$ cat src/rtl/uart_idle_pkg.sv
package uart_idle_pkg;

    typedef enum logic [2:0] {
        TX_IDLE  = 3'd0,
        TX_START = 3'd1,
        TX_DATA  = 3'd2,
        TX_PAR   = 3'd3,
        TX_STOP  = 3'd4,
        TX_OFF   = 3'd5
    } tx_state_e;

    typedef enum logic [2:0] {
        RX_IDLE  = 3'd0,
        RX_START = 3'd1,
        RX_DATA  = 3'd2,
        RX_PAR   = 3'd3,
        RX_STOP  = 3'd4,
        RX_TAIL  = 3'd5
    } rx_state_e;

    localparam int STAT_W      = 4;
    localparam int ST_RX_IDLE  = 0;
    localparam int ST_TX_IDLE  = 1;
    localparam int ST_TX_OFF   = 2;
    localparam int ST_RX_ERR   = 3;

endpackage

$ cat src/rtl/uart_baud_tick.sv
module uart_baud_tick #(
    parameter int DIV = 2
) (
    input  logic clk,
    input  logic rst_n,
    input  logic restart,
    output logic tick
);
    localparam int CW = (DIV > 1) ? $clog2(DIV) : 1;
    localparam logic [CW-1:0] LAST = CW'(DIV - 1);

    logic [CW-1:0] cnt_d, cnt_q;

    always_comb begin
        if (restart || cnt_q == LAST) cnt_d = '0;
        else                          cnt_d = cnt_q + 1'b1;
    end

    always_ff @(posedge clk or negedge rst_n) begin
        if (!rst_n) cnt_q <= '0;
        else        cnt_q <= cnt_d;
    end

    assign tick = (cnt_q == LAST);

    generate
        if (DIV > 1) begin : g_gap_chk
            // ticks are spaced, so bit timing counts whole divider periods
            a_r3_tick_gap: assert property (@(posedge clk) disable iff (!rst_n)
                tick |=> !tick);
        end
    endgenerate

endmodule

$ cat src/rtl/uart_tx_core.sv
module uart_tx_core
    import uart_idle_pkg::*;
#(
    parameter int DW  = 8,
    parameter int OSR = 16
) (
    input  logic          clk,
    input  logic          rst_n,
    input  logic          tick,
    input  logic          cfg_parity,
    input  logic          cfg_two_stop,
    input  logic          cfg_off,
    input  logic          wr_en,
    input  logic [DW-1:0] wr_data,
    output logic          restart,
    output logic          wr_ready,
    output logic          txd,
    output logic          tx_idle,
    output logic          tx_off_stat
);
    localparam int TW = $clog2(OSR);
    localparam int BW = (DW > 1) ? $clog2(DW) : 1;
    localparam logic [TW-1:0] T_LAST   = TW'(OSR - 1);
    localparam logic [BW-1:0] BIT_LAST = BW'(DW - 1);

    typedef struct packed {
        tx_state_e     st;
        logic [TW-1:0] tcnt;
        logic [BW-1:0] bidx;
        logic          second;
        logic [DW-1:0] sh;
        logic          par;
        logic          pe;
        logic          ts;
        logic          txd;
    } tx_reg_t;

    tx_reg_t d, q;

    always_comb begin
        d       = q;
        restart = 1'b0;
        case (q.st)
            TX_IDLE: begin
                if (cfg_off) begin
                    d.st = TX_OFF;
                end else if (wr_en) begin
                    d.st    = TX_START;
                    d.sh    = wr_data;
                    d.par   = ^wr_data;
                    d.pe    = cfg_parity;
                    d.ts    = cfg_two_stop;
                    d.tcnt  = '0;
                    d.txd   = 1'b0;
                    restart = 1'b1;
                end
            end
            TX_OFF: begin
                if (!cfg_off) d.st = TX_IDLE;
            end
            default: begin
                if (tick) begin
                    if (q.tcnt != T_LAST) begin
                        d.tcnt = q.tcnt + 1'b1;
                    end else begin
                        d.tcnt = '0;
                        case (q.st)
                            TX_START: begin
                                d.st   = TX_DATA;
                                d.bidx = '0;
                                d.txd  = q.sh[0];
                            end
                            TX_DATA: begin
                                if (q.bidx == BIT_LAST) begin
                                    d.st     = q.pe ? TX_PAR : TX_STOP;
                                    d.txd    = q.pe ? q.par : 1'b1;
                                    d.second = 1'b0;
                                end else begin
                                    d.bidx = q.bidx + 1'b1;
                                    d.sh   = q.sh >> 1;
                                    d.txd  = q.sh[1];
                                end
                            end
                            TX_PAR: begin
                                d.st     = TX_STOP;
                                d.txd    = 1'b1;
                                d.second = 1'b0;
                            end
                            TX_STOP: begin
                                if (q.ts && !q.second) d.second = 1'b1;
                                else                   d.st = cfg_off ? TX_OFF : TX_IDLE;
                            end
                            default: d.st = TX_IDLE;
                        endcase
                    end
                end
            end
        endcase
    end

    always_ff @(posedge clk or negedge rst_n) begin
        if (!rst_n) begin
            q     <= '0;
            q.txd <= 1'b1;
        end else begin
            q <= d;
        end
    end

    assign txd         = q.txd;
    assign tx_idle     = (q.st == TX_IDLE) || (q.st == TX_OFF);
    assign tx_off_stat = (q.st == TX_OFF);
    assign wr_ready    = (q.st == TX_IDLE) && !cfg_off;

    // a low line always means a frame is on the wire
    a_r3_low_line_busy: assert property (@(posedge clk) disable iff (!rst_n)
        !txd |-> !tx_idle);
    // the stopped transmitter holds the line at the idle level
    a_r5_off_line_high: assert property (@(posedge clk) disable iff (!rst_n)
        tx_off_stat |-> txd);
    // stopping is only reported after a high stop level
    a_r5_off_after_stop: assert property (@(posedge clk) disable iff (!rst_n)
        $rose(tx_off_stat) |-> $past(txd));
    // no write is offered while a frame is in flight
    a_r6_busy_not_ready: assert property (@(posedge clk) disable iff (!rst_n)
        !tx_idle |-> !wr_ready);

endmodule

$ cat src/rtl/uart_rx_core.sv
module uart_rx_core
    import uart_idle_pkg::*;
#(
    parameter int DW  = 8,
    parameter int OSR = 16
) (
    input  logic          clk,
    input  logic          rst_n,
    input  logic          tick,
    input  logic          rxd,
    input  logic          cfg_parity,
    input  logic          cfg_two_stop,
    input  logic          rd_take,
    output logic          restart,
    output logic [DW-1:0] rd_data,
    output logic          rd_valid,
    output logic          rx_idle,
    output logic          rx_err
);
    localparam int TW = $clog2(OSR);
    localparam int BW = (DW > 1) ? $clog2(DW) : 1;
    localparam logic [TW-1:0] T_LAST   = TW'(OSR - 1);
    localparam logic [TW-1:0] H_LAST   = TW'(OSR / 2 - 1);
    localparam logic [BW-1:0] BIT_LAST = BW'(DW - 1);

    typedef struct packed {
        rx_state_e     st;
        logic [TW-1:0] tcnt;
        logic [BW-1:0] bidx;
        logic          second;
        logic [DW-1:0] sh;
        logic          pe;
        logic          ts;
        logic          bad;
        logic          s1;
        logic          s2;
        logic [DW-1:0] data;
        logic          valid;
        logic          err;
    } rx_reg_t;

    rx_reg_t d, q;

    always_comb begin
        d       = q;
        restart = 1'b0;
        d.s1    = rxd;
        d.s2    = q.s1;
        if (rd_take) begin
            d.valid = 1'b0;
            d.err   = 1'b0;
        end
        case (q.st)
            RX_IDLE, RX_TAIL: begin
                if (!q.s2) begin
                    d.st    = RX_START;
                    d.tcnt  = '0;
                    d.pe    = cfg_parity;
                    d.ts    = cfg_two_stop;
                    d.bad   = 1'b0;
                    restart = 1'b1;
                end else if (q.st == RX_TAIL && tick) begin
                    if (q.tcnt == H_LAST) d.st = RX_IDLE;
                    else                  d.tcnt = q.tcnt + 1'b1;
                end
            end
            RX_START: begin
                if (tick) begin
                    if (q.tcnt == H_LAST) begin
                        d.tcnt = '0;
                        if (q.s2) begin
                            d.st = RX_IDLE;
                        end else begin
                            d.st   = RX_DATA;
                            d.bidx = '0;
                        end
                    end else begin
                        d.tcnt = q.tcnt + 1'b1;
                    end
                end
            end
            default: begin
                if (tick) begin
                    if (q.tcnt != T_LAST) begin
                        d.tcnt = q.tcnt + 1'b1;
                    end else begin
                        d.tcnt = '0;
                        case (q.st)
                            RX_DATA: begin
                                d.sh = {q.s2, q.sh[DW-1:1]};
                                if (q.bidx == BIT_LAST) begin
                                    d.st     = q.pe ? RX_PAR : RX_STOP;
                                    d.second = 1'b0;
                                end else begin
                                    d.bidx = q.bidx + 1'b1;
                                end
                            end
                            RX_PAR: begin
                                d.bad    = q.bad | (^q.sh ^ q.s2);
                                d.st     = RX_STOP;
                                d.second = 1'b0;
                            end
                            RX_STOP: begin
                                if (q.ts && !q.second) begin
                                    d.second = 1'b1;
                                    d.bad    = q.bad | !q.s2;
                                end else begin
                                    d.st    = RX_TAIL;
                                    d.data  = q.sh;
                                    d.valid = 1'b1;
                                    d.err   = d.err | q.bad | !q.s2;
                                end
                            end
                            default: d.st = RX_IDLE;
                        endcase
                    end
                end
            end
        endcase
    end

    always_ff @(posedge clk or negedge rst_n) begin
        if (!rst_n) begin
            q    <= '0;
            q.s1 <= 1'b1;
            q.s2 <= 1'b1;
        end else begin
            q <= d;
        end
    end

    assign rd_data  = q.data;
    assign rd_valid = q.valid;
    assign rx_idle  = (q.st == RX_IDLE);
    assign rx_err   = q.err;

    // a synchronized low level while idle ends the idle report next cycle
    a_r7_start_clears_idle: assert property (@(posedge clk) disable iff (!rst_n)
        (q.st == RX_IDLE && !q.s2) |=> !rx_idle);
    // a byte is delivered mid-stop, so the receiver is not yet idle
    a_r7_deliver_not_idle: assert property (@(posedge clk) disable iff (!rst_n)
        $rose(rd_valid) |-> !rx_idle);
    // taking the byte clears the error unless a new frame landed
    a_r8_take_clears_err: assert property (@(posedge clk) disable iff (!rst_n)
        rd_take |=> (!rx_err || rd_valid));
    // a start bit that is high again at mid-bit returns to idle
    a_r9_glitch_dropped: assert property (@(posedge clk) disable iff (!rst_n)
        (q.st == RX_START && tick && q.tcnt == H_LAST && q.s2) |=> rx_idle);

endmodule

$ cat src/rtl/uart_idle_top.sv
module uart_idle_top
    import uart_idle_pkg::*;
#(
    parameter int CLK_DIV    = 2,
    parameter int OVERSAMPLE = 16,
    parameter int DATA_W     = 8
) (
    input  logic              clk,
    input  logic              rst_n,
    input  logic              cfg_two_stop,
    input  logic              cfg_parity_en,
    input  logic              cfg_tx_off,
    input  logic              wr_en,
    input  logic [DATA_W-1:0] wr_data,
    output logic              wr_ready,
    input  logic              rd_take,
    output logic [DATA_W-1:0] rd_data,
    output logic              rd_valid,
    output logic [STAT_W-1:0] status,
    output logic              txd,
    input  logic              rxd
);
    localparam int N_SIDES = 2;

    logic [N_SIDES-1:0] side_restart;
    logic [N_SIDES-1:0] side_tick;
    logic tx_idle, tx_off_stat, rx_idle, rx_err;

    generate
        for (genvar g = 0; g < N_SIDES; g++) begin : g_tick
            uart_baud_tick #(.DIV(CLK_DIV)) u_tick (
                .clk     (clk),
                .rst_n   (rst_n),
                .restart (side_restart[g]),
                .tick    (side_tick[g])
            );
        end
    endgenerate

    uart_tx_core #(.DW(DATA_W), .OSR(OVERSAMPLE)) u_tx (
        .clk          (clk),
        .rst_n        (rst_n),
        .tick         (side_tick[0]),
        .cfg_parity   (cfg_parity_en),
        .cfg_two_stop (cfg_two_stop),
        .cfg_off      (cfg_tx_off),
        .wr_en        (wr_en),
        .wr_data      (wr_data),
        .restart      (side_restart[0]),
        .wr_ready     (wr_ready),
        .txd          (txd),
        .tx_idle      (tx_idle),
        .tx_off_stat  (tx_off_stat)
    );

    uart_rx_core #(.DW(DATA_W), .OSR(OVERSAMPLE)) u_rx (
        .clk          (clk),
        .rst_n        (rst_n),
        .tick         (side_tick[1]),
        .rxd          (rxd),
        .cfg_parity   (cfg_parity_en),
        .cfg_two_stop (cfg_two_stop),
        .rd_take      (rd_take),
        .restart      (side_restart[1]),
        .rd_data      (rd_data),
        .rd_valid     (rd_valid),
        .rx_idle      (rx_idle),
        .rx_err       (rx_err)
    );

    always_comb begin
        status             = '0;
        status[ST_RX_IDLE] = rx_idle;
        status[ST_TX_IDLE] = tx_idle;
        status[ST_TX_OFF]  = tx_off_stat;
        status[ST_RX_ERR]  = rx_err;
    end

    // the stopped flag is never raised while the transmitter is busy
    a_r1_off_implies_idle: assert property (@(posedge clk) disable iff (!rst_n)
        status[ST_TX_OFF] |-> status[ST_TX_IDLE]);

endmodule

$ cat config.mk
export PLATFORM = sky130hd
export DESIGN_NAME = uart_idle_top
export DESIGN_NICKNAME = d
export VERILOG_FILES = /design/src/rtl/uart_idle_pkg.sv /design/src/rtl/uart_baud_tick.sv /design/src/rtl/uart_tx_core.sv /design/src/rtl/uart_rx_core.sv /design/src/rtl/uart_idle_top.sv
export SDC_FILE = /design/constraint.sdc
export NUM_CORES = 1
export LEC_CHECK = 0
export BUFFER_PORTS_ARGS = -buffer_cell sky130_fd_sc_hd__buf_2
export CAP_MARGIN = 20
export CELL_PAD_IN_SITES_DETAIL_PLACEMENT = 1
export CELL_PAD_IN_SITES_GLOBAL_PLACEMENT = 1
export CORE_AREA = 2 2 88 111
export CTS_CLUSTER_DIAMETER = 40
export DETAILED_ROUTE_END_ITERATION = 8
export DIE_AREA = 0 0 90 113
export PLACE_DENSITY_LB_ADDON = 0.1
export SETUP_SLACK_MARGIN = 0.2
export SYNTH_ARGS = -nofsm -noshare
export SYNTH_HDL_FRONTEND = slang
export SYNTH_SLANG_ARGS = --single-unit
$ cat constraint.sdc
create_clock -name clk -period 2.1 [get_ports clk]
set_clock_uncertainty 0.05 [all_clocks]
set_input_delay 0.42 -clock clk [delete_from_list [all_inputs] [get_ports clk]]
set_output_delay 0.42 -clock clk [all_outputs]
set_load 0.01 [all_outputs]
# Word-level counts from Yosys, hierarchy flattened
# Cells that the tools add are included.
# W data, S select, Z words.
classes:
  n_addsub: 6
  n_eq_ne: 43
  muxes: 76
  n_bitwise: 15
  reduce_logical: 43
ops:
  columns: ["op", "count"]
  rows:
  - ["$mux W3", 18]
  - ["$mux W12", 4]
  - ["$mux W19", 2]
  - ["$reduce_and A6 Y1", 5]
  - ["$mux W8", 3]
  - ["$ne A2 B2 Y1 const B", 12]
  - ["$mux W7", 3]
  - ["$mux W4", 5]
  - ["$mux W1", 19]
  - ["$eq A3 B3 Y1 const B", 6]
  - ["$ne A3 B3 Y1 const B", 6]
  - ["$pmux W3 S2", 3]
  - ["$ne A4 B4 Y1 const B", 4]
  - ["$pmux W8 S2", 1]
  - ["$reduce_xor A8 Y1", 2]
  - ["$mux W2", 7]
  - ["$pmux W7 S2", 1]
  - ["$reduce_and A7 Y1", 2]
  - ["$eq A3 B2 Y1 const B", 4]
  - ["$pmux W3 S4", 1]
  - ["$reduce_and A4 Y1", 3]
  - ["$reduce_bool A3 Y1", 4]
  - ["$mux W10", 1]
  - ["$ne A2 B1 Y1 const B", 5]
  - ["other kinds (27)", 62]
word_totals:
  register_bits: 59
  inputBits: 16
  out_inout_bits: 15
  wordCells: 207

# Longest topological paths before layout
# Gate-level depths: netlist (run 1).
depth:
  depth_word: 8
  ltp_mapped: 7

# Cells and area by module
# From an unflattened synthesis (run 1), not the netlist that was laid out.
unflattened:
  hier_cells: 339
  area_unflattened_um2: 3480.8
modules_own_cells:
  columns: ["mod", "n_inst", "cells_per_inst", "area_per_inst_um2", "seq_area_each_um2"]
  rows:
  - ["uart_rx_core", 1, 188, 1851.8, 853.3]
  - ["uart_tx_core", 1, 143, 1541.5, 576.8]
  - ["uart_baud_tick", 2, 2, 28.8, 25.0]
  - ["uart_idle_top", 1, 4, 30.0, 0.0]

# Worst setup path before layout (run 1)
# Ideal clock, no wire load.
synth_timing:
  path_kind: "register to register"
  from: "reg u_rx.q[27] (netlist name)"
  to: "reg u_rx.q (netlist bit u_rx.rd_data[0])"
  setup_time_ns: 0.125
  arrival_time_ns: 1.779
  path_slack_ns: 0.146
  path_stages_with_launch: 6
  period_less_slack_ns: 1.954
  path_cell_list: "dfrtp_1 > ha_1 > and3_1 > nand2_2 > nor4_4 > mux2_2"
synth_via:
  elab_chain_len: 3
synth_lines:
  columns: ["element", "line", "text"]
  rows:
  - ["from (decl)", "uart_rx_core.sv:42", "rx_reg_t d, q;"]
  - ["$ne A4 B4 Y1", "uart_rx_core.sv:84", "if (q.tcnt != T_LAST) begin"]
  - ["$not A1 Y1 (no source line)", null, null]
  - ["$reduce_and A5 Y1 (no source line)", null, null]
# Every way passes these cells.
# A chain may end at the register's enable or synchronous reset.

# Worst setup path after layout (run 1)
layout_timing:
  from: "reg u_rx.q[27] (netlist name)"
  to: "reg u_rx.q[32] (netlist name)"
layout_via:
  elab_chain_len: 3
  elab_cells_between_ends: 6
  classes_between: "eq/ne (5); reduce/logical (1)"
layout_lines:
  columns: ["element", "line"]
  rows:
  - ["$eq A4 B3 Y1 / $ne A4 B4 Y1 (equally long branches)", "uart_rx_core.sv:63, uart_rx_core.sv:69, uart_rx_core.sv:84"]
  - ["$ne A3 B3 Y1 (no source line) / $ne A2 B1 Y1 (equally long branches)", null]
  - ["$reduce_and A8 Y1 (no source line) *", null]
# Mark *: on every way between the ends. The rest lies on a longest branch, timed or not.

==> impl_results.md, run 1 <==
* Most frequent cells after synthesis: 56 x dfrtp_1, 28 x nor2_1, 26 x a21oi_1
* # hold bufs at CTS at 0
* Syn. warnings at 0
* Post-synthesis sequential area ratio at 43.4%
* Switching share of power at 33.8%
* Drt pass-1 iters at 4
* Final setup fails at 0
* Sw Pwr at 1.37 mW
* CP startpoint kind: flip-flop
* Vias in the first global route at 2963
* Die Span X at 90 um
* Max_slew headroom at 70.4%
* CTS sink cnt at 59
* Yosys top cell by area: dfrtp_1
* Internal power at 2.68 mW
* CTS root buf: clkbuf_16
* Chip Height at 113 um
* Worst hold path class: in -> async
* H-tree levels at 3
* First-pass GRT wire length at 14300 um
* Clk buf depth at 2
* Least-Margin Pin Slew at 0.442 ns
* RSZ-0062 raised after global routing: yes
* Gr usage total at 17.3%
* Syn_area_per_cell at 9.84 sq um
* Grt total ovfl at 0
* IO Count at 31
* Core area at 0.00908 sq mm
* Synth area leaders: dfrtp_1 41%, mux2_2 7.9%, a21oi_1 3.8%
* HPWL Detailed at 5820 um
* R2r endpoint: u_rx.q[32]
* Setup TNS at 0 ns
* Layout cells sized above 1 at 36.9%
* Async SR Flop Fraction at 100%
* Combinational share of power at 30.8%
* Top FF cell, synth: dfrtp_1
* Initial antenna violation count at 0
* CP required at 2.26 ns
* Yosys top cell area share at 41.1%
* 1st-iter DRT viols at 62
* Final #Nets at 422
* CTS Buf Count at 9
* Crit-path max FO at 5
* Die area at 0.0102 sq mm
* Pre-CTS setup slack at 0.0531 ns
* Pwr/cell area at 943 mW/mm^2
* DRC violations left at 0
* Setup Crit Path Kind: reg -> reg
* Top-count cell post-synth: dfrtp_1
* # rows at 39
* Initial core utilization at 37.6%
* Final Slew Violations at 0
* TritonCTS clock tree: yes
* Pleak at 1.91 nW
* Area grow syn2layout at 25.7%
* Sequential cell fraction of total power at 36.7%
* WL per Instance at 15.9 um
* GPL Wtd Cong at 0.839
* Status: completed
* Period Utilization, post-route at 89.8%
* Worst reg2reg path startpoint: u_rx.q[27]
* Max-cap violations at 0
* Worst VDD drop at 0.425 mV
* Worst hold margin at 0.0559 ns
* Hold Fails Final Rpt at 0
* Worst setup margin at 0.214 ns
* Post-route antenna net violation count at 0
* EDFF count, synth at 0
* Netlist cell types at 65
* Worst R2R Path Depth at 6
* Fill count at 1025
* Worst endpoint data arrival time at 2.05 ns
* Syn Nets at 370
* Mapped Cells at 347
* Final Critical Period at 1.89 ns
* Wirelength, routed at 8390 um
* Largest net degree at the start of global routing at 60
* Clock latency on the worst-skew pair at 0.33 ns
* Port bufs at 30
* Setup crit end kind: flip-flop
* Fmax at 530 MHz
* Post-Syn Area at 0.00341 sq mm
* DR vias/cell at 5.25
* Via count at 2769
* Clock Pin Slew Worst Setup and Hold Paths at 0.05 ns
* Antenna diodes at 0
* Clock network power share at 32.5%
* Yosys reg bits at 59
* Flop2flop setup slack at 0.21 ns
[critical path: stages (launching register included)]
cell	delay [ns]
dfrtp_1	0.39
ha_4	0.17
and3b_1	0.20
nand3_1	0.09
o2111a_1	0.17
or3_4	0.39
a221o_1	0.32
[per-stage QoR]
| stage | util, % | power, mW | cells | cell area (sq um) |
|---|---|---|---|---|
| after global routing | 47.3 | 4.30 | 527 | 4290 |
| after CTS | 45.6 | 3.97 | 522 | 4140 |
| final | 47.3 | 4.05 | 527 | 4290 |
| after floorplan | - | 2.11 | 347 | 3420 |
| after global placement | 41.7 | 2.48 | 500 | 3780 |
| after detailed placement | 41.7 | 2.50 | 500 | 3780 |
[area by class of cell]
type	count	area (sq um)	share of cell area [%]
clock buffers	11	233	5.42
clock inverters	5	30.0	0.700
inverters	18	67.6	1.57
multi-input cells	243	1840	42.8
flip-flops and latches	59	1490	34.7
well taps	123	154	3.59
repair buffers	68	480	11.2
[power by group through the flow]
| stage | sequential (mW) | clock [mW] | combinational [mW] |
|---|---|---|---|
| floorplan | 1.36 | 0 | 0.751 |
| global placement | 1.46 | 0 | 1.02 |
| detailed placement | 1.46 | 0 | 1.04 |
| CTS | 1.46 | 1.36 | 1.15 |
| global route | 1.51 | 1.42 | 1.37 |
| finish | 1.49 | 1.32 | 1.25 |
[cell usage in the layout (no fill, tap or decap), drive strengths merged, types with 11 or more instances in the layout]
cell type	instances
buf	68
xnor2	14
dfrtp	56
nor3	11
o21ai	21
nor2	29
clkbuf	11
mux2	24
inv	18
nand2	23
a21oi	26
[timing repair]
| action | CTS | global route |
|---|---|---|
| endpoints found under the hold margin | 0 | 0 |
| gates resized for setup | 15 | 27 |
| endpoints found under the setup margin | 30 | 30 |
| buffers inserted | 6 | 5 |
| pin swaps | 2 | 11 |
[worst max path at each step]
| stage | endpoint | slack, ns | startpoint |
|---|---|---|---|
| 2_1_floorplan | u_rx.q[32] | 0.20 | u_rx.q[27] |
| 3_3_place_gp | u_rx.q[32] | 0.12 | u_rx.q[27] |
| 3_5_place_dp | u_rx.q[32] | 0.05 | u_rx.q[27] |
| 4_1_cts | u_rx.q[32] | 0.18 | u_rx.q[28] |
| 5_1_grt | u_rx.q[32] | 0.14 | u_rx.q[28] |
| 6_report | u_rx.q[32] | 0.21 | u_rx.q[27] |
[kinds of logic after synthesis]
| family | Yosys count | synth area share (%) |
|---|---|---|
| AND/OR/NAND/NOR | 104 | 17.0 |
| AO/OA/AOI/OAI | 87 | 16.3 |
| XOR/XNOR | 16 | 4.11 |
| adder cells (fa/ha/maj) | 7 | 2.57 |
| multiplexers | 29 | 9.38 |
| flip-flops | 59 | 43.4 |
| buffers and inverters | 45 | 7.26 |
[per-layer routing]
| metal | global-route usage (%) | share of wire [%] | vias to the layer above |
|---|---|---|---|
| li1 | - | - | 1334 |
| met1 | 21.0 | 44 | 1387 |
| met2 | 29.9 | 52 | 35 |
| met3 | 2.66 | 2.0 | 13 |
| met4 | 9.03 | 1.9 | 0 |
| met5 | 0 | 0 | - |
[registers in the layout (all words and copies together) (netlist names)]
| signal | count |
|---|---|
| u_tx.txd | 1 |
| g_tick.u_tick.tick | 2 |
| u_rx.q | 23 |
| u_rx.d | 1 |
| u_tx.q | 22 |
| u_rx.rd_data | 8 |
| u_rx.rx_err | 1 |
| u_rx.rd_valid | 1 |
Note: power is estimated with default switching activity, not from simulation.
==> inputs of run 2 (changes only) <==
--- a/config.mk
+++ b/config.mk
@@ -14,7 +14,7 @@
 export DETAILED_ROUTE_END_ITERATION = 8
 export DIE_AREA = 0 0 90 113
 export PLACE_DENSITY_LB_ADDON = 0.1
-export SETUP_SLACK_MARGIN = 0.2
+export SETUP_SLACK_MARGIN = 0.4
 export SYNTH_ARGS = -nofsm -noshare
 export SYNTH_HDL_FRONTEND = slang
 export SYNTH_SLANG_ARGS = --single-unit
==> run 2 against run 1 <==
Final area rose by 21%. Hold slack got worse by 0.0041 ns. Critical path depth rose by 1. Sequential share of layout area fell by 5.9 points. Count of clock-buffer cells in the layout rose by 1. Utilization rose by 9.8 points. Die area did not move. Routed wire length rose by 26%. Critical path type unchanged. Critical endpoint unchanged. Highest routed layer unchanged.
==> impl_results.md, run 2 (synthesis gave the netlist of run 1 again) <==
* CTS root buf: clkbuf_16
* Clock network power share at 33.4%
* Crit-path cells: ha_4 > and4b_1 > o21ai_1 > o2111a_1 > buf_4 > nor2_1 > a221o_1
* Period Utilization, post-route at 90.8%
* Combinational share of power at 35.8%
* Top delay family on crit path: compound AO/OA/AOI/OAI gates
* Flop2flop setup slack at 0.19 ns
* DR vias/cell at 5.34
* 1st-iter DRT viols at 102
* Area of the multi-input gates at 0.00215 sq mm
* Setup Crit Path Kind: reg -> reg
* Layout cells sized above 1 at 53.4%
* Area grow syn2layout at 51.8%
* Clk buf depth at 2
* HPWL Detailed at 6020 um
* RSZ-0062 raised after global routing: yes
* Setup crit end kind: flip-flop
* Status: completed
* Final #Nets at 471
* Wirelength, routed at 10500 um
* Final Util at 57.1%
* Worst hold margin at 0.0518 ns
* Clock Pin Slew Worst Setup and Hold Paths at 0.06 ns
* Register Area at 0.00149 sq mm
* Placed Cells at 497
* TritonCTS clock tree: yes
* CP startpoint kind: flip-flop
* DRC violations left at 0
* Sequential cell fraction of total power at 30.8%
* CTS sink cnt at 59
* Initial core utilization at 37.6%
* # rows at 39
* Worst setup margin at 0.193 ns
* Initial antenna violation count at 0
* Fmax at 524 MHz
* H-tree levels at 3
* Drt pass-1 iters at 4
* Buf+Inv Stages, Crit Path at 1
* Worst reg2reg path startpoint: u_rx.q[28]
* Worst R2R Path Depth at 7
* Grt total ovfl at 0
* IO Count at 31
* Setup TNS at 0 ns
* CP required at 2.26 ns
* Final Critical Period at 1.91 ns
* Top reg by flops: u_rx.q
* Max FFs per register at 23
* Commonest non-fill, non-tap cell in the layout: buf_4
* Most frequent cells in the layout: 58 x buf_4, 48 x dfrtp_1, 29 x buf_2, 21 x buf_6, 19 x nand2_1
* Largest net degree at the start of global routing at 26
* Vias in the first global route at 3343
* GPL Wtd Cong at 0.802
* CP endpoint: u_rx.q[32]
* Worst hold path class: in -> async
* Chip Height at 113 um
* First-pass GRT wire length at 16100 um
* Post-route cell area at 0.00518 sq mm
* R2r endpoint: u_rx.q[32]
* Fill count at 1000
* Die area at 0.0102 sq mm
* WL per Instance at 18.3 um
* Pre-CTS setup slack at 0.0814 ns
* Max-cap violations at 0
* CP startpoint: u_rx.q[28]
* Pwr/cell area at 926 mW/mm^2
* Max_slew headroom at 59.2%
* Via count at 3076
* Internal power at 3.27 mW
* CTS Buf Count at 9
* Final Slew Violations at 0
* Slowest stage cell, crit path: dfrtp_1
* Core area at 0.00908 sq mm
* Final setup fails at 0
* Final Non-Filler Cells at 576
* Stages on worst setup path at 7
* Post-route antenna net violation count at 0
* Crit-path max FO at 6
* Least-Margin Pin Slew at 0.613 ns
* Die Span X at 90 um
* Placed Area at 0.00383 sq mm
* Hold Fails Final Rpt at 0
* Sw Pwr at 1.53 mW
* Worst endpoint data arrival time at 2.07 ns
* Gr usage total at 19.7%
* Port bufs at 30
* Worst stage delay on the critical path at 0.41 ns
* Total Power at 4.80 mW
* Antenna diodes at 0
* Switching share of power at 31.9%
* Pleak at 2.30 nW
* # hold bufs at CTS at 0
* Worst VDD drop at 0.715 mV
* Clock latency on the worst-skew pair at 0.33 ns
-- run 2: worst min path at each step --
stage | to | slack [ns] | from
5_1_grt | u_rx.q[31] | 0.09 | rst_n
4_1_cts | u_rx.q[31] | 0.06 | rst_n
2_1_floorplan | g_tick[0].u_tick.tick | 0.07 | rst_n
6_report | u_rx.q[32] | 0.05 | rst_n
3_5_place_dp | u_rx.q[10] | 0.30 | u_rx.d[10]
3_3_place_gp | u_rx.q[10] | 0.30 | u_rx.d[10]
-- run 2: worst reg2reg max path: stages (launching register included) --
cell	delay (ns)
dfrtp_1	0.41
ha_4	0.19
and4b_1	0.22
o21ai_1	0.20
o2111a_1	0.24
buf_4	0.13
nor2_1	0.05
a221o_1	0.31
-- run 2: repair_timing --
action,CTS,global route
endpoints found under the hold margin,0,0
cloned,3,0
endpoints found under the setup margin,52,54
setup buffers,44,16
resized for setup,68,69
pin swaps,20,21
-- run 2: power groups by stage --
| stage | Combinational [mW] | Sequential, mW | Clock (mW) |
|---|---|---|---|
| global route | 1.86 | 1.50 | 1.71 |
| CTS | 1.43 | 1.46 | 1.65 |
| global placement | 0.965 | 1.46 | 0 |
| detailed placement | 0.995 | 1.46 | 0 |
| finish | 1.72 | 1.48 | 1.60 |
| floorplan | 0.773 | 1.37 | 0 |
-- run 2: layout make-up --
cell class	instances	share of cell area (%)
tap	123	2.97
clock inverter	4	1.40
sequential	59	28.8
inverter	18	1.40
timing repair buffer	117	19.0
multi-input combinational	243	41.5
clock buffer	12	4.95
-- run 2: layer usage --
layer	part of all wire, %	routed length, um	GRT usage (%)
met1	41	4340	22.8
met2	53	5630	35.1
met3	2.0	216	3.40
met4	3.3	345	10.2
met5	0	0	0
==> inputs of run 3 (changes only) <==
--- a/config.mk
+++ b/config.mk
@@ -9,10 +9,10 @@
 export CAP_MARGIN = 20
 export CELL_PAD_IN_SITES_DETAIL_PLACEMENT = 1
 export CELL_PAD_IN_SITES_GLOBAL_PLACEMENT = 1
-export CORE_AREA = 2 2 88 111
+export CORE_AREA = 2 2 81 102
 export CTS_CLUSTER_DIAMETER = 40
 export DETAILED_ROUTE_END_ITERATION = 8
-export DIE_AREA = 0 0 90 113
+export DIE_AREA = 0 0 83 104
 export PLACE_DENSITY_LB_ADDON = 0.1
 export SETUP_SLACK_MARGIN = 0.4
 export SYNTH_ARGS = -nofsm -noshare
==> run 3 against run 2 <==
Hold slack improved by 0.082 ns. Sequential power is essentially flat. Worst setup slack got worse by 0.050 ns. Clock power is 26% lower. Largest cell class unchanged. Largest power group is now sequential cells. Highest routed layer unchanged.
==> impl_results.md, run 3 (synthesis gave the netlist of run 1 again) <==
* # rows at 36
* Final Slew Violations at 0
* Wirelength, routed at 10300 um
* H-tree levels at 3
* Chip Height at 104 um
* Sequential cell fraction of total power at 36.0%
* Gr usage total at 22.2%
* Sw Pwr at 1.42 mW
* WL per Instance at 19.5 um
* Area grow syn2layout at 38.7%
* Die Span X at 83 um
* Total Power at 4.06 mW
* Worst setup margin at 0.143 ns
* Combinational share of power at 35.1%
* Hold Path Origin: rxd
* Switching share of power at 34.9%
* 1st-iter DRT viols at 99
* Max FFs per register at 23
* Clock Pin Slew Worst Setup and Hold Paths at 0.07 ns
* Hold Fails Final Rpt at 0
* Antenna diodes at 0
* Grt total ovfl at 0
* CP startpoint kind: flip-flop
* Worst reg2reg path startpoint: u_rx.q[28]
* Fmax at 511 MHz
* Final Util at 61.5%
* Met2 Use GR at 38.8%
* Max-cap violations at 0
* Post-route antenna net violation count at 0
* DR vias/cell at 5.71
* Initial antenna violation count at 0
* Worst hold path class: in -> reg
* RSZ-0062 raised after global routing: yes
* CTS Buf Count at 9
* Core area at 0.00770 sq mm
* Final setup fails at 0
* Clock latency on the worst-skew pair at 0.34 ns
* Met1 Use GR at 26.9%
* Vias in the first global route at 3202
* Most frequent cells in the layout: 51 x buf_4, 50 x dfrtp_1, 28 x buf_2, 21 x nor2_1, 20 x a21oi_1
* Setup crit end kind: flip-flop
* TritonCTS clock tree: yes
* Pwr/cell area at 858 mW/mm^2
* Layout cells sized above 1 at 47.0%
* Pre-CTS setup slack at 0.0660 ns
* Least-Margin Pin Slew at 0.395 ns
* Internal power at 2.65 mW
* DRC violations left at 0
* GPL Wtd Cong at 0.867
* Placed Area at 0.00377 sq mm
* Die area at 0.00863 sq mm
* IO Count at 31
* First-pass GRT wire length at 15600 um
* Clock network power share at 28.9%
* Period Utilization, post-route at 93.2%
* Worst hold margin at 0.134 ns
* CP startpoint: u_rx.q[28]
* CTS root buf: clkbuf_8
* CTS sink cnt at 59
* Largest net degree at the start of global routing at 46
* Setup Crit Path Kind: reg -> reg
* Worst VDD drop at 0.576 mV
* Via count at 3019
* Pleak at 2.10 nW
* Final Non-Filler Cells at 529
* Crit-path max FO at 8
* Final #Nets at 452
* Initial core utilization at 44.3%
* Port bufs at 30
* Setup TNS at 0 ns
* Post-route cell area at 0.00473 sq mm
* Status: completed
* Placed Cells at 465
* Final Critical Period at 1.96 ns
* GR peak layer: met2
* Clk buf depth at 2
* Worst endpoint data arrival time at 2.13 ns
* Top reg by flops: u_rx.q
* Max_slew headroom at 73.4%
* Routing usage on met3 at 3.57%
* Drt pass-1 iters at 4
* CP required at 2.27 ns
* Commonest non-fill, non-tap cell in the layout: buf_4
* HPWL Detailed at 5930 um
## run 3: cell count changes in the layout (fill, tap and decap cells not counted), sizes merged
cell	change
inv	-1
bufbuf	+1
clkinv	+1
dlygate4sd3	+1
clkbuf	+1
buf	-22
## run 3: final cells by class
type	count	area, sq um
clock buffer	12	145
clock inverter	4	73.8
fill	840	2970
inverter	18	73.8
multi-input combinational	243	2030
sequential	59	1490
tap	95	119
timing repair buffer	98	806
## run 3: path summary, 6_finish.rpt
path,to,slack [ns],depth (start not counted)
min in group asynchronous,u_rx.rd_data[1],0.48,2
worst min register to register,u_rx.q[10],0.32,0
worst max-delay path,u_rx.q[32],0.14,6
max in group asynchronous,u_tx.txd,0.88,3
worst max register to register,u_rx.q[32],0.14,6
worst min-delay path,u_rx.d[10],0.13,1
## run 3: metal layers
layer	up-vias	part of all wire [%]
met5	-	0
met4	0	2.7
met3	23	2.7
met2	71	55
met1	1532	40
li1	1393	-
## run 3: timing repair
action	4_1_cts	5_1_grt
pin swaps	9	21
hold buffers	1	0
endpoints found under the setup margin	55	51
setup buffers	30	15
gates resized for setup	41	40
hold endpoints to repair	14	0
gates cloned	1	1
## run 3: power by group through the flow
stage,Clock (mW),Sequential [mW],Combinational [mW]
4_1_cts,1.19,1.44,1.32
2_1_floorplan,0,1.37,0.773
5_1_grt,1.24,1.48,1.55
6_report,1.18,1.46,1.42
3_5_place_dp,0,1.45,0.997
3_3_place_gp,0,1.44,0.978
## run 3: worst max-delay path: stages, from the launching register on
cell and delay [ns]:
dfrtp_1 0.39, ha_4 0.19, and3b_2 0.22, o21ai_1 0.07, o2111a_1 0.18, or3_4 0.38, a221o_1 0.36
